--- src/rtl/sfl_pkg.sv ---
package sfl_pkg;

    typedef enum logic [2:0] {
        PH_IDLE,
        PH_CMD,
        PH_ADDR,
        PH_DUMMY,
        PH_DATA
    } phase_e;

    typedef struct packed {
        logic [1:0] cmd_lw;
        logic [1:0] addr_lw;
        logic [1:0] data_lw;
        logic [7:0] dummy;
        logic       wide_addr;
        logic [7:0] opcode;
    } flash_cfg_t;

    localparam flash_cfg_t CFG_RESET = '{
        cmd_lw: 2'd0, addr_lw: 2'd0, data_lw: 2'd0,
        dummy: 8'd0, wide_addr: 1'b0, opcode: 8'h03
    };

    localparam logic [3:0] IDX_ENABLE   = 4'd0;
    localparam logic [3:0] IDX_LANES    = 4'd1;
    localparam logic [3:0] IDX_PHASE    = 4'd2;
    localparam logic [3:0] IDX_OPCODE   = 4'd3;
    localparam logic [3:0] IDX_UPPER    = 4'd4;
    localparam logic [3:0] IDX_START    = 4'd5;
    localparam logic [3:0] IDX_COUNT    = 4'd6;
    localparam logic [3:0] IDX_CTRL     = 4'd7;
    localparam logic [3:0] IDX_OVERRIDE = 4'd8;

    // serial clock cycles needed to move nbits at the given lane code
    function automatic logic [7:0] lane_cycles(input logic [5:0] nbits, input logic [1:0] code);
        case (code)
            2'd0:    lane_cycles = {2'b00, nbits};
            2'd1:    lane_cycles = {3'b000, nbits[5:1]};
            default: lane_cycles = {4'b0000, nbits[5:2]};
        endcase
    endfunction

endpackage

--- src/rtl/sfl_regs.sv ---
module sfl_regs
    import sfl_pkg::*;
#(
    parameter int CNT_W = 16
) (
    input  logic             clk,
    input  logic             rst_n,
    input  logic             we,
    input  logic [3:0]       addr,
    input  logic [31:0]      wdata,
    output flash_cfg_t       eff_cfg,
    output logic [7:0]       upper,
    output logic [23:0]      start_addr,
    output logic [CNT_W-1:0] word_count,
    output logic             go
);

    typedef struct packed {
        logic             en;
        flash_cfg_t       staged;
        flash_cfg_t       active;
        logic [3:0]       ovr;
        logic [7:0]       upper;
        logic [23:0]      start;
        logic [CNT_W-1:0] count;
    } regs_t;

    regs_t r_d, r_q;
    logic  load;

    always_comb begin
        r_d  = r_q;
        load = 1'b0;
        go   = 1'b0;
        if (we) begin
            case (addr)
                IDX_ENABLE: begin
                    load   = wdata[0] && !r_q.en;
                    r_d.en = wdata[0];
                end
                IDX_LANES: begin
                    r_d.staged.data_lw = wdata[1:0];
                    r_d.staged.addr_lw = wdata[17:16];
                    r_d.staged.cmd_lw  = wdata[25:24];
                end
                IDX_PHASE: begin
                    r_d.staged.dummy     = wdata[7:0];
                    r_d.staged.wide_addr = wdata[16];
                end
                IDX_OPCODE:   r_d.staged.opcode = wdata[7:0];
                IDX_UPPER:    r_d.upper = wdata[7:0];
                IDX_START:    r_d.start = wdata[23:0];
                IDX_COUNT:    r_d.count = wdata[CNT_W-1:0];
                IDX_CTRL:     go = wdata[0];
                IDX_OVERRIDE: r_d.ovr = wdata[3:0];
                default: ;
            endcase
        end
        if (load) r_d.active = r_q.staged;

        eff_cfg = r_q.active;
        if (r_q.ovr[0]) begin
            eff_cfg.data_lw   = r_q.ovr[3] ? 2'd2 : (r_q.ovr[1] ? 2'd1 : 2'd0);
            eff_cfg.wide_addr = r_q.ovr[2];
        end
        upper      = r_q.upper;
        start_addr = r_q.start;
        word_count = r_q.count;
    end

    always_ff @(posedge clk or negedge rst_n) begin
        if (!rst_n) begin
            r_q <= '{en: 1'b0, staged: CFG_RESET, active: CFG_RESET, ovr: 4'd0,
                     upper: 8'd0, start: 24'd0, count: '0};
        end else begin
            r_q <= r_d;
        end
    end

    // working settings move only on an enable 0->1 write
    assert_cfg_hold_R5: assert property (@(posedge clk) disable iff (!rst_n)
        !(we && addr == IDX_ENABLE && wdata[0] && !r_q.en) |=> $stable(r_q.active));

endmodule

--- src/rtl/sfl_fifo.sv ---
module sfl_fifo #(
    parameter int DEPTH = 4,
    parameter int W     = 32
) (
    input  logic         clk,
    input  logic         rst_n,
    input  logic         push,
    input  logic [W-1:0] push_word,
    input  logic         pop,
    output logic [W-1:0] head,
    output logic         empty,
    output logic         full
);

    localparam int AW = (DEPTH > 1) ? $clog2(DEPTH) : 1;
    localparam int CW = $clog2(DEPTH + 1);

    typedef struct packed {
        logic [DEPTH-1:0][W-1:0] mem;
        logic [AW-1:0]           wp;
        logic [AW-1:0]           rp;
        logic [CW-1:0]           cnt;
    } fifo_t;

    fifo_t f_d, f_q;
    logic  do_pop;

    function automatic logic [AW-1:0] bump(input logic [AW-1:0] p);
        bump = (p == AW'(DEPTH - 1)) ? '0 : p + 1'b1;
    endfunction

    always_comb begin
        f_d    = f_q;
        do_pop = pop && (f_q.cnt != '0);
        if (push) begin
            f_d.mem[f_q.wp] = push_word;
            f_d.wp          = bump(f_q.wp);
        end
        if (do_pop) f_d.rp = bump(f_q.rp);
        f_d.cnt = f_q.cnt + CW'(push) - CW'(do_pop);
        head  = f_q.mem[f_q.rp];
        empty = (f_q.cnt == '0);
        full  = (f_q.cnt == CW'(DEPTH));
    end

    always_ff @(posedge clk or negedge rst_n) begin
        if (!rst_n) f_q <= '0;
        else        f_q <= f_d;
    end

    assert_no_overflow_R9: assert property (@(posedge clk) disable iff (!rst_n)
        push |-> (f_q.cnt < CW'(DEPTH)));

    assert_empty_pop_R8: assert property (@(posedge clk) disable iff (!rst_n)
        (pop && empty && !push) |=> empty);

endmodule

--- src/rtl/sfl_seq.sv ---
module sfl_seq
    import sfl_pkg::*;
#(
    parameter int CNT_W = 16
) (
    input  logic             clk,
    input  logic             rst_n,
    input  flash_cfg_t       cfg,
    input  logic [7:0]       upper,
    input  logic [23:0]      start_addr,
    input  logic [CNT_W-1:0] word_count,
    input  logic             go,
    input  logic             fifo_full,
    input  logic [3:0]       io_in,
    output logic             push,
    output logic [31:0]      push_word,
    output logic             busy,
    output logic             sck,
    output logic             cs_n,
    output logic [3:0]       io_out,
    output logic [3:0]       io_oe
);

    typedef struct packed {
        phase_e           st;
        logic             sck;
        logic [31:0]      sh;
        logic [31:0]      rx;
        logic [7:0]       cnt;
        logic [CNT_W-1:0] left;
        logic [24:0]      addr;
        logic [7:0]       up;
        flash_cfg_t       cfg;
    } seq_t;

    seq_t        s_d, s_q;
    logic [1:0]  lw;
    logic [7:0]  word_cyc;
    logic [24:0] addr_nx;

    always_comb begin
        s_d  = s_q;
        push = 1'b0;
        case (s_q.st)
            PH_CMD:  lw = s_q.cfg.cmd_lw;
            PH_ADDR: lw = s_q.cfg.addr_lw;
            default: lw = s_q.cfg.data_lw;
        endcase
        word_cyc = lane_cycles(6'd32, s_q.cfg.data_lw);
        addr_nx  = s_q.addr + 25'd4;

        if (s_q.st == PH_IDLE) begin
            if (go && word_count != '0) begin
                s_d.st   = PH_CMD;
                s_d.sck  = 1'b0;
                s_d.cfg  = cfg;
                s_d.up   = upper;
                s_d.sh   = {cfg.opcode, 24'h0};
                s_d.cnt  = lane_cycles(6'd8, cfg.cmd_lw);
                s_d.left = word_count;
                s_d.addr = {1'b0, start_addr};
            end
        end else if (!s_q.sck) begin
            if (!(s_q.st == PH_DATA && s_q.cnt == word_cyc && fifo_full)) begin
                s_d.sck = 1'b1;
                if (s_q.st == PH_DATA) begin
                    case (s_q.cfg.data_lw)
                        2'd0:    s_d.rx = {s_q.rx[30:0], io_in[1]};
                        2'd1:    s_d.rx = {s_q.rx[29:0], io_in[1:0]};
                        default: s_d.rx = {s_q.rx[27:0], io_in};
                    endcase
                end
            end
        end else begin
            s_d.sck = 1'b0;
            s_d.cnt = s_q.cnt - 8'd1;
            case (lw)
                2'd0:    s_d.sh = s_q.sh << 1;
                2'd1:    s_d.sh = s_q.sh << 2;
                default: s_d.sh = s_q.sh << 4;
            endcase
            if (s_q.cnt == 8'd1) begin
                case (s_q.st)
                    PH_CMD: begin
                        s_d.st  = PH_ADDR;
                        s_d.sh  = s_q.cfg.wide_addr ? {s_q.up, s_q.addr[23:0]}
                                                    : {s_q.addr[23:0], 8'h0};
                        s_d.cnt = lane_cycles(s_q.cfg.wide_addr ? 6'd32 : 6'd24,
                                              s_q.cfg.addr_lw);
                    end
                    PH_ADDR: begin
                        if (s_q.cfg.dummy != 8'd0) begin
                            s_d.st  = PH_DUMMY;
                            s_d.cnt = s_q.cfg.dummy;
                        end else begin
                            s_d.st  = PH_DATA;
                            s_d.cnt = word_cyc;
                        end
                    end
                    PH_DUMMY: begin
                        s_d.st  = PH_DATA;
                        s_d.cnt = word_cyc;
                    end
                    default: begin
                        push     = 1'b1;
                        s_d.left = s_q.left - 1'b1;
                        s_d.addr = addr_nx;
                        s_d.cnt  = word_cyc;
                        if (s_q.left == 1 || addr_nx[24]) s_d.st = PH_IDLE;
                    end
                endcase
            end
        end

        push_word = {s_q.rx[7:0], s_q.rx[15:8], s_q.rx[23:16], s_q.rx[31:24]};
        busy = (s_q.st != PH_IDLE);
        cs_n = (s_q.st == PH_IDLE);
        sck  = s_q.sck;
        case (lw)
            2'd0:    io_out = {3'b000, s_q.sh[31]};
            2'd1:    io_out = {2'b00, s_q.sh[31:30]};
            default: io_out = s_q.sh[31:28];
        endcase
        if (s_q.st == PH_CMD || s_q.st == PH_ADDR) begin
            case (lw)
                2'd0:    io_oe = 4'b0001;
                2'd1:    io_oe = 4'b0011;
                default: io_oe = 4'b1111;
            endcase
        end else begin
            io_oe = 4'b0000;
        end
    end

    always_ff @(posedge clk or negedge rst_n) begin
        if (!rst_n) begin
            s_q <= '{st: PH_IDLE, sck: 1'b0, sh: 32'h0, rx: 32'h0, cnt: 8'h0,
                     left: '0, addr: 25'h0, up: 8'h0, cfg: CFG_RESET};
        end else begin
            s_q <= s_d;
        end
    end

    assert_idle_quiet_R10: assert property (@(posedge clk) disable iff (!rst_n)
        cs_n |-> !sck);

    assert_stall_R9: assert property (@(posedge clk) disable iff (!rst_n)
        (s_q.st == PH_DATA && !s_q.sck && s_q.cnt == word_cyc && fifo_full) |=> !sck);

    assert_zero_count_R6: assert property (@(posedge clk) disable iff (!rst_n)
        (s_q.st == PH_IDLE && word_count == '0) |=> (s_q.st == PH_IDLE));

endmodule

--- src/rtl/sfl_readahead.sv ---
module sfl_readahead
    import sfl_pkg::*;
#(
    parameter int FIFO_DEPTH = 4,
    parameter int CNT_W      = 16
) (
    input  logic        clk,
    input  logic        rst_n,
    input  logic        reg_we,
    input  logic [3:0]  reg_addr,
    input  logic [31:0] reg_wdata,
    input  logic        data_pop,
    output logic [31:0] data_word,
    output logic        busy,
    output logic        fifo_empty,
    output logic        flash_sck,
    output logic        flash_cs_n,
    output logic [3:0]  flash_io_out,
    output logic [3:0]  flash_io_oe,
    input  logic [3:0]  flash_io_in
);

    flash_cfg_t       eff_cfg;
    logic [7:0]       upper;
    logic [23:0]      start_addr;
    logic [CNT_W-1:0] word_count;
    logic             go;
    logic             push;
    logic [31:0]      push_word;
    logic             fifo_full;

    sfl_regs #(.CNT_W(CNT_W)) u_regs (
        .clk        (clk),
        .rst_n      (rst_n),
        .we         (reg_we),
        .addr       (reg_addr),
        .wdata      (reg_wdata),
        .eff_cfg    (eff_cfg),
        .upper      (upper),
        .start_addr (start_addr),
        .word_count (word_count),
        .go         (go)
    );

    sfl_seq #(.CNT_W(CNT_W)) u_seq (
        .clk        (clk),
        .rst_n      (rst_n),
        .cfg        (eff_cfg),
        .upper      (upper),
        .start_addr (start_addr),
        .word_count (word_count),
        .go         (go),
        .fifo_full  (fifo_full),
        .io_in      (flash_io_in),
        .push       (push),
        .push_word  (push_word),
        .busy       (busy),
        .sck        (flash_sck),
        .cs_n       (flash_cs_n),
        .io_out     (flash_io_out),
        .io_oe      (flash_io_oe)
    );

    sfl_fifo #(.DEPTH(FIFO_DEPTH), .W(32)) u_fifo (
        .clk       (clk),
        .rst_n     (rst_n),
        .push      (push),
        .push_word (push_word),
        .pop       (data_pop),
        .head      (data_word),
        .empty     (fifo_empty),
        .full      (fifo_full)
    );

endmodule

--- config.mk ---
export PLATFORM = sky130hd
export DESIGN_NAME = sfl_readahead
export DESIGN_NICKNAME = d
export VERILOG_FILES = /design/src/rtl/sfl_pkg.sv /design/src/rtl/sfl_regs.sv /design/src/rtl/sfl_fifo.sv /design/src/rtl/sfl_seq.sv /design/src/rtl/sfl_readahead.sv
export SDC_FILE = /design/constraint.sdc
export NUM_CORES = 1
export LEC_CHECK = 0
export BUFFER_PORTS_ARGS = -buffer_cell sky130_fd_sc_hd__buf_4
export CORE_MARGIN = 2
export CORE_UTILIZATION = 67
export DETAILED_ROUTE_END_ITERATION = 6
export HOLD_SLACK_MARGIN = 0.1
export PLACE_DENSITY = 0.95
export SYNTH_ARGS = -nofsm -noshare
export SYNTH_HDL_FRONTEND = slang
export SYNTH_HIERARCHICAL = 1
export SYNTH_SLANG_ARGS = --single-unit
--- constraint.sdc ---
create_clock -name clk -period 4.6 [get_ports clk]
set_input_delay 0.69 -clock clk [delete_from_list [all_inputs] [get_ports clk]]
set_output_delay 0.69 -clock clk [all_outputs]
set_load 0.02 [all_outputs]
==> impl_metrics.yaml, run 1 <==
clock_network:
  cts_tree: "built"
  post-cts-setup-buffers: 0
  cts_buffers: 40
  cts-root-buf: "clkbuf_16"
  clock-sinks: 374
  clkTransAtPathRegs_ps: 60
  ctsHoldBuffers: 0
  clk_latency_ps: 540
  cts.htree.levels: 2
  cts_resized: 0
  cts_max_path_buffers: 3
layout:
  area_delta_synth_final_pct: 7.30
  final_cell_area_um2: 20400
  fill_cells: 1633
  nets: 1611
  final_core_util: 0.731
  multi_input_area_um2: 8300
  drive_above_1_share: 0.320
  regArea_um2: 9370
  antennaDiodeCount: 0
die:
  io-pin-count: 88
  die_area_um2: 29700
  num_rows: 61
  fp.dieW_um: 172
  die_h_um: 172
  core_um2: 27900
  initial_core_util: 0.682
timing:
  min_period_over_period: 0.738
  max_clock_freq_mhz: 295
  worst_pin_slew_ps: 1270
  clock-skew-final_ps: 28.0
  period_needed_ps: 3390
  setup_viol: 0
  slew_headroom: 0.153
  fin_tns_setup_ps: 0
  rsz0062_at_grt: "no"
  slew_viol_final: 0
  finalHoldViolCount: 0
global_routing:
  antenna_found_initial: 0
  grt_overflow: 0
  grt_pass1_wl_um: 73200
  grt_pass1_vias: 13418
  grt_max_degree: 129
  grt_usage: 0.315
status:
  outcome: "completed"
detailed_routing:
  dr.pass1.iters: 5
  vias_per_cell: 6.67
  drtIter0Drc: 1430
  ant_nets: 0
  drc: 0
  wirelength_um: 45400
  vias: 13084
  post_drt_wl_per_cell_um: 23.2
placed_design:
  post_dp_cell_area_um2: 19100
  io_buffers: 81
  hpwl_um: 28000
  gp_congestion: 0.888
synthesis:
  synth_area_per_cell_um2: 11.8
  ys.warnings.count: 6
  synthesis.nets: 1662
  synth_edf_count: 0
  synthCells: 1604
  synthMuxAreaShare: 0.247
  synth.distinct_cells: 70
  synth_xor_area_frac: 0.00369
  seq_area_frac_synth: 0.493
  synth_fa_ha_area_frac: 0.00962
  synthFlopType: "dfrtp_1"
  synth-seq-cells: 374
  syn_area_um2: 19000
  synth_top_family_by_area: "multiplexers"
  synthArstFlopShare: 1.00
  synth-simple-area-share: 0.0950
  synth_compound_area_frac: 0.0806
setup_path:
  crit_path_max_fanout: 67
  critPathRequiredTime_ps: 3910
  path_class: "flop to primary output"
  worstPathArrival_ps: 2700
  endpoint_kind: "primary output"
  cp-start-kind: "flop"
power:
  p_leak_uw: 0.00924
  ir_drop_mv: 0.329
  powerDensity_nw_per_um2: 490
worst_hold_path:
  min_path_type: "input port to async pin"
flow_run:
  maxCapViolCount: 0
report_power, final:
group,switching (uW),total [uW],internal [uW]
clock,1300,3190,1890
sequential,801,4650,3850
combinational,1170,2150,979
area by class of cell:
type / instances / share of cell area
flip-flops and latches: 374 / 0.460
multi-input cells: 1009 / 0.408
clock buffers: 61 / 0.0579
repair buffers: 104 / 0.0405
well taps: 378 / 0.0232
clock inverters: 11 / 0.00633
inverters: 24 / 0.00467
cell families after synthesis:
logic type	after synthesis
AND/OR/NAND/NOR	371
multiplexers	385
AO/OA/AOI/OAI	231
flip-flops	374
buffers and inverters	221
XOR/XNOR	8
adder cells (fa/ha/maj)	14
through the flow:
stage                     cells  hold WS [ps]  power [uW]  setup slack [ps]
after floorplan            1604           394        6200              1690
after global placement     1889           449        6570              1540
final                      1961           277        9990              1210
after CTS                  1961           322        9950              1230
after detailed placement   1889           462        6720              1480
after global routing       1961           377       10400               957
worst max-delay path, cell delays in order, from the launching register on:
cell	delay, ps
dfrtp_2	1060
o21ai_0	380
nand2_1	310
nand2_1	80
o21ai_0	110
buf_4	200
sequential cells by signal, summed over array words and instances (netlist names):
register and count:
u_regs/start_addr 24, u_regs/r_q 31, u_regs/upper 8, u_seq/push_word 32, u_regs/eff_cfg 20, u_seq/s_q 107
u_seq/sck 1, u_fifo/f_q 135, u_regs/word_count 16
cells in the mapped netlist (all sizes together), types with 3 or more instances:
| cell type | n | area [um^2] |
|---|---|---|
| dfstp | 4 | 105 |
| nor4b | 5 | 43.8 |
| or3 | 7 | 43.8 |
| xor2 | 4 | 35.0 |
| and2 | 9 | 56.3 |
| nand3b | 8 | 76.3 |
| nand2 | 214 | 803 |
| nor4 | 14 | 93.8 |
| nor3b | 6 | 78.8 |
| a221o | 6 | 60.1 |
| a31oi | 9 | 56.3 |
| dfrtp | 370 | 9260 |
| buf | 141 | 1050 |
| nand3 | 26 | 130 |
| nand4 | 12 | 81.3 |
| o31ai | 5 | 37.5 |
| o211ai | 39 | 293 |
| mux4 | 32 | 721 |
| or4 | 5 | 37.5 |
| nor3 | 14 | 70.1 |
| o311ai | 18 | 158 |
| o21ai | 69 | 345 |
| inv | 23 | 86.3 |
| a22oi | 26 | 195 |
| nor2 | 31 | 116 |
| mux2i | 70 | 701 |
| clkbuf | 56 | 211 |
| nand4b | 4 | 50.1 |
| a21o | 4 | 30.0 |
| ha | 13 | 163 |
| o22ai | 11 | 68.8 |
| or2 | 3 | 18.8 |
| a21oi | 26 | 130 |
| and3 | 3 | 18.8 |
| mux2 | 283 | 3260 |
| xnor2 | 4 | 35.0 |
| or3b | 3 | 26.3 |
routing by layer:
metal / up-vias / routed length, um / GRT usage
met3: 127 / 3310 / 0.0469
met1: 6645 / 18100 / 0.425
met2: 707 / 22600 / 0.526
met5: - / 0 / 0
met4: 0 / 1370 / 0.110
li1: 5605 / - / -
cell usage in the layout (no fill, tap or decap), drive strengths merged, types with 3 or more instances in the layout:
cell type  synthesis  routed
a21o               4       4
a21oi             26      26
a221o              6       6
a22oi             26      26
a31oi              9       9
and2               9       9
and3               3       3
buf              141     104
clkbuf            56      61
clkinv             1       7
dfrtp            370     370
dfstp              4       4
ha                13      13
inv               23      25
mux2             283     283
mux2i             70      70
mux4              32      32
nand2            214     214
nand3             26      26
nand3b             8       8
nand4             12      12
nand4b             4       4
nor2              31      31
nor3              14      14
nor3b              6       6
nor4              14      14
nor4b              5       5
o211ai            39      39
o21ai             69      69
o22ai             11      11
o311ai            18      18
o31ai              5       5
or2                3       3
or3                7       7
or3b               3       3
or4                5       5
xnor2              4       4
xor2               4       4
path summary, 6_finish.rpt:
kind	slack, ps	from	depth (start not counted)	end
hold / removal	280	rst_n	1	u_fifo/f_q[22]$_DFFE_PN0P_
setup / recovery	1210	u_seq/s_q[18]$_DFFE_PN0P_	5	flash_io_out[1]
hold reg to reg	480	u_seq/s_q[26]$_DFFE_PN0P_	2	u_seq/s_q[26]$_DFFE_PN0P_
setup reg to reg	1290	u_seq/s_q[73]$_DFFE_PN0P_	10	u_seq/s_q[67]$_DFFE_PN0P_
max in group asynchronous	3260	rst_n	2	u_fifo/f_q[65]$_DFFE_PN0P_
min in group clk	390	reg_wdata[19]	2	u_regs/start_addr[19]$_DFFE_PN0P_
No activity file was read; power rests on OpenSTA's default activity.
==> run 2: changes to the inputs <==
CORE_UTILIZATION = 56   (was 67)
PLACE_DENSITY = 0.87   (was 0.95)
clock period = 3 ns   (was 4.6 ns; I/O delays follow)
==> run 2 against run 1 <==
  * Clock power is 61% higher
  * Combinational power is 61% higher
  * Highest routed layer unchanged
  * Cell area is 1.9% higher
  * Global-route usage is 7.1 points lower
  * Clock-buffer cell count is 7 lower
==> impl_metrics.yaml, run 2 (same netlist as run 1, synthesis figures left out) <==
power:
  finalPower_uw: 15600
  ir_drop_mv: 0.624
  powerDensity_nw_per_um2: 751
  p_leak_uw: 0.00939
placed_design:
  gp_congestion: 0.920
  dp_cells: 1977
  post_dp_cell_area_um2: 19300
  dpl_worst_slack_ps: 303
  hpwl_um: 27500
  io_buffers: 81
detailed_routing:
  vias_per_cell: 6.24
  drc: 0
  ant_nets: 0
  post_drt_wl_per_cell_um: 20.8
  vias: 12807
  drtIter0Drc: 1323
  dr.pass1.iters: 5
  wirelength_um: 42800
clock_network:
  cts_tree: "built"
  cts_buffers: 40
  clk_latency_ps: 550
  cts.htree.levels: 2
  clkTransAtPathRegs_ps: 60
  cts-root-buf: "clkbuf_16"
  post-cts-setup-buffers: 0
  clock-sinks: 374
  cts_max_path_buffers: 3
die:
  num_rows: 67
  initial_core_util: 0.568
  fp.dieW_um: 188
  die_h_um: 188
  io-pin-count: 88
  core_um2: 33400
  die_area_um2: 35400
layout:
  most-common-layout-cells: "dfrtp_1 (365), mux2_2 (262), nand2_1 (214)"
  drive_above_1_share: 0.333
  layout_commonest_cell: "dfrtp_1"
  antennaDiodeCount: 0
  largest-register: "u_fifo/f_q"
  final_cell_area_um2: 20800
  largest_reg_flops: 135
  nets: 1630
  fin_cells: 2052
  area_delta_synth_final_pct: 9.36
worst_hold_path:
  hp-start: "reg_wdata[19]"
  min_path_type: "input port to flop"
  hold_end: "u_regs/start_addr[19]$_DFFE_PN0P_"
  holdPathStages: 2
timing:
  rsz0062_at_grt: "no"
  setup_viol: 0
  slew_viol_final: 0
  worst_slack_ps: 139
  slew_headroom: 0.212
  clock-skew-final_ps: 33.9
  min_period_over_period: 0.954
  finalHoldViolCount: 0
  worst_pin_slew_ps: 1180
  fin_tns_setup_ps: 0
  max_clock_freq_mhz: 350
  period_needed_ps: 2860
setup_path:
  cp-start-kind: "flop"
  r2r_slack_ps: 280
  crit_path_max_fanout: 14
  worstPathArrival_ps: 2410
  cpMaxStageDelayCell: "dfrtp_1"
  rr_worst_depth: 9
  path_class: "flop to primary output"
  cp.buffers_inverters: 1
  slowest_delay_ps: 580
  endpoint_kind: "primary output"
  r2r_start: "u_seq/s_q[73]$_DFFE_PN0P_"
  crit_family: "compound AO/OA/AOI/OAI gates"
  critPathRequiredTime_ps: 2550
  rr_endpoint: "u_seq/s_q[38]$_DFFE_PN0P_"
  cp_cell_sequence: "and3b_1 -> a31oi_1 -> o22ai_4 -> mux2i_1 -> o21ai_1 -> buf_4"
global_routing:
  grt_max_degree: 81
  grt_pass1_wl_um: 70000
  grt_pass1_vias: 13016
  grt_overflow: 0
  grt_usage: 0.244
  antenna_found_initial: 0
status:
  outcome: "completed"
flow_run:
  maxCapViolCount: 0
[run 2: what timing repair did]
item / CTS / global route
gates resized for setup: 0 / 5
endpoints found under the hold margin: 69 / 0
setup endpoints to repair: 0 / 2
hold buffers: 1 / 0
[run 2: through the flow]
stage | utilization | hold WS, ps
detailed placement | 0.578 | 450
global route | 0.621 | 131
finish | 0.621 | 137
global placement | 0.578 | 445
CTS | 0.621 | 121
floorplan | - | 154
[run 2: worst max path at each step]
stage / end / cells past startpoint / slack (ps) / start
3_5_place_dp: u_seq/s_q[38]$_DFFE_PN0P_ / 9 / 300 / u_seq/s_q[73]$_DFFE_PN0P_
3_3_place_gp: u_seq/s_q[43]$_DFFE_PN0P_ / 9 / 310 / u_seq/s_q[73]$_DFFE_PN0P_
6_report: flash_io_out[0] / 6 / 140 / u_seq/s_q[145]$_DFFE_PN0P_
5_1_grt: flash_io_out[0] / 6 / 10 / u_seq/s_q[145]$_DFFE_PN0P_
4_1_cts: flash_io_out[0] / 6 / 10 / u_seq/s_q[147]$_DFFE_PN0P_
2_1_floorplan: u_fifo/f_q[104]$_DFFE_PN0P_ / 11 / 320 / u_seq/s_q[73]$_DFFE_PN0P_
[run 2: layer usage]
metal | up-vias | share of wire | GRT usage
met4 | 0 | 0.019 | 0.0700
met2 | 521 | 0.49 | 0.399
li1 | 5669 | - | -
met5 | - | 0 | 0
met1 | 6550 | 0.43 | 0.344
met3 | 67 | 0.057 | 0.0318
[run 2: worst reg2reg max path: cells and delay by family, from the launching register on]
kind	cells	cell delay [ps]
and+or+nand+nor	2	900
buffers and inverters	3	590
AOI/OAI and AO/OA	3	550
DFF	1	410
adders and majority gates	1	170
[run 2: power by group]
| group | total (uW) | internal (uW) | leakage (uW) | switching [uW] |
|---|---|---|---|---|
| Combinational | 3460 | 1590 | 0.00380 | 1880 |
| Sequential | 7020 | 5910 | 0.00492 | 1110 |
| Clock | 5120 | 3060 | 0.000678 | 2060 |
| Total | 15600 | 10600 | 0.00939 | 5050 |
[run 2: area by class of cell]
| class | count | area (um^2) |
|---|---|---|
| repair buffers | 123 | 1030 |
| inverters | 24 | 95.1 |
| clock inverters | 20 | 254 |
| fillers | 2401 | 12700 |
| clock buffers | 54 | 1140 |
| multi-input cells | 1009 | 8310 |
| well taps | 448 | 561 |
| flip-flops and latches | 374 | 9370 |
==> run 3: changes to the inputs <==
ABC_AREA = 1   (was not set)
PLACE_DENSITY = 0.86   (was 0.87)
==> run 3 against run 2 <==
  * Synthesized area rose by 4.0%
  * Register-to-register slack improved by 80 ps
  * Sequential power rose by 1%
  * Largest power group is now combinational logic
  * Clock skew fell by 8.9 ps
  * Largest cell class unchanged
==> impl_metrics.yaml, run 3 <==
status:
  outcome: "completed"
global_routing:
  grt_usage: 0.266
  grt_pass1_vias: 15745
  antenna_found_initial: 1
  grt_max_degree: 86
  grt_overflow: 0
  grt_pass1_wl_um: 79100
clock_network:
  cts_resized: 0
  cts.htree.levels: 2
  cts_max_path_buffers: 3
  clk_latency_ps: 550
  cts_buffers: 40
  clkTransAtPathRegs_ps: 60
  cts_tree: "built"
  cts-root-buf: "clkbuf_16"
  clock-sinks: 374
synthesis:
  netlist_top_cells_area: "dfrtp_1 (47%), nand2_1 (16%), o21ai_0 (5.7%)"
  syn_area_um2: 19700
  synth_edf_count: 0
  synth_commonest_cells: "nand2_1 (819), dfrtp_1 (370), inv_1 (272), o21ai_0 (225), nand3_1 (121)"
  yosysMostFrequentCell: "nand2_1"
  synth_area_per_cell_um2: 7.82
  synthCells: 2524
  ys.warnings.count: 6
  synthArstFlopShare: 1.00
  synth-seq-cells: 374
  yosysTopAreaCell: "dfrtp_1"
  seq_area_frac_synth: 0.474
  synth.distinct_cells: 41
  synth_top_area_frac: 0.469
  synthesis.nets: 2582
  synthFlopType: "dfrtp_1"
timing:
  rsz0062_at_grt: "no"
  min_period_over_period: 0.952
  max_clock_freq_mhz: 350
  slew_headroom: 0.229
  fin_tns_setup_ps: 0
  clock-skew-final_ps: 25.0
  worst_slack_ps: 143
  slew_viol_final: 0
  hold_ws_ps: 153
  period_needed_ps: 2860
  finalHoldViolCount: 0
  setup_viol: 0
  worst_pin_slew_ps: 1150
setup_path:
  cp.buffers_inverters: 2
  cp_cell_sequence: "inv_2 -> nand3_2 -> nand3_1 -> nand3_2 -> nor2_4 -> nand2_1 -> o211ai_1 -> buf_4"
  cp-start-kind: "flop"
  path_class: "flop to primary output"
  cpMaxStageDelayCell: "dfrtp_1"
  path_common_cell: "nand3_2"
  slowest_delay_ps: 440
  crit_family: "simple AND/OR/NAND/NOR gates"
  crit_path_max_fanout: 10
  critPathRequiredTime_ps: 2550
  r2r_start: "u_seq/s_q[145]$_DFFE_PN0P_"
  worstPathArrival_ps: 2410
  endpoint_kind: "primary output"
  startpoint: "u_seq/s_q[147]$_DFFE_PN0P_"
layout:
  fill_cells: 2843
  most-common-layout-cells: "nand2_1 (819), dfrtp_1 (369), inv_1 (271)"
  area_delta_synth_final_pct: 8.06
  drive_above_1_share: 0.0992
  final_core_util: 0.616
  layout_commonest_cell: "nand2_1"
  largest_reg_flops: 135
  nets: 2516
  largest-register: "u_fifo/f_q"
die:
  die_area_um2: 36800
  fp.dieW_um: 192
  die_h_um: 192
  initial_core_util: 0.570
  io-pin-count: 88
  num_rows: 68
  core_um2: 34600
detailed_routing:
  post_drt_wl_per_cell_um: 16.3
  drtIter0Drc: 1665
  vias_per_cell: 5.69
  ant_nets: 0
  wirelength_um: 48100
  vias: 16752
  dr.pass1.iters: 7
  drc: 0
power:
  p_clk_frac: 0.258
  ir_drop_mv: 0.612
  p_leak_uw: 0.0102
  powerDensity_nw_per_um2: 968
  switching_share: 0.411
  seqPwrFrac: 0.345
  p_comb_frac: 0.397
  p_switching_uw: 8490
  p_int_uw: 12200
worst_hold_path:
  hp-start: "reg_wdata[21]"
  min_path_type: "input port to flop"
placed_design:
  hpwl_um: 32000
  io_buffers: 81
  gp_congestion: 0.927
  dpl_worst_slack_ps: 367
flow_run:
  maxCapViolCount: 0
run 3: layout make-up:
type	count	area, um^2	share of cell area
Tap cell	455	569	0.0267
Clock buffer	53	1170	0.0549
Sequential cell	374	9370	0.439
Clock inverter	20	275	0.0129
Antenna cell	1	2.50	0.000117
Inverter	280	1050	0.0493
Timing Repair Buffer	119	978	0.0459
Multi-Input combinational cell	1643	7920	0.371
run 3: power by group through the flow:
| stage | clock [uW] | combinational (uW) | sequential [uW] |
|---|---|---|---|
| floorplan | 0 | 6440 | 6720 |
| global placement | 0 | 7750 | 7100 |
| detailed placement | 0 | 8010 | 7150 |
| CTS | 5400 | 8130 | 7080 |
| global route | 5610 | 9130 | 7230 |
| finish | 5330 | 8200 | 7120 |
run 3: per-layer routing:
metal	vias up	GRT usage	wire [um]
li1	7975	-	-
met2	692	0.446	23200
met4	0	0.102	1750
met5	-	0	0
met1	7964	0.352	20000
met3	121	0.0356	3210
run 3: path summary, 6_finish.rpt:
path / endpoint / slack, ps / depth (start not counted)
max: flash_io_out[0] / 140 / 8
min: u_regs/start_addr[21]$_DFFE_PN0P_ / 150 / 3
max reg2reg: u_seq/s_q[112]$_DFFE_PN0P_ / 360 / 8
min reg2reg: u_regs/eff_cfg[0]$_DFFE_PN1P_ / 470 / 2
max in group asynchronous: u_seq/s_q[79]$_DFFE_PN0P_ / 1600 / 3
min in group asynchronous: u_fifo/f_q[90]$_DFFE_PN0P_ / 490 / 2
run 3: stage by stage:
stage / power [uW] / std cells / instance area (um^2)
floorplan: 13200 / 2524 / 19700
global placement: 14800 / 2868 / 19900
finish: 20600 / 2945 / 21300
global route: 22000 / 2944 / 21300
CTS: 20600 / 2944 / 21300
detailed placement: 15200 / 2868 / 19900
run 3: cell families (layout without fill, tap and decap cells):
family | after synthesis | in the layout | synth area share
DFF | 374 | 374 | 0.474
and+or+nand+nor | 1113 | 1114 | 0.238
buffers and inverters | 508 | 472 | 0.125
adders and majority gates | 14 | 14 | 0.00925
AOI/OAI and AO/OA | 505 | 505 | 0.149
xor gates and xnor gates | 10 | 10 | 0.00444
other | 0 | 1 | 0
run 3: worst min-delay path, stage by stage:
cell and delay, ps:
buf_4 80, nand3_1 60, nand2_1 60
run 3: timing repair:
| action | in CTS | in global routing |
|---|---|---|
| setup endpoints to repair | 2 | 0 |
| setup buffers | 1 | 0 |
| hold buffers | 1 | 0 |
| endpoints found under the hold margin | 72 | 0 |
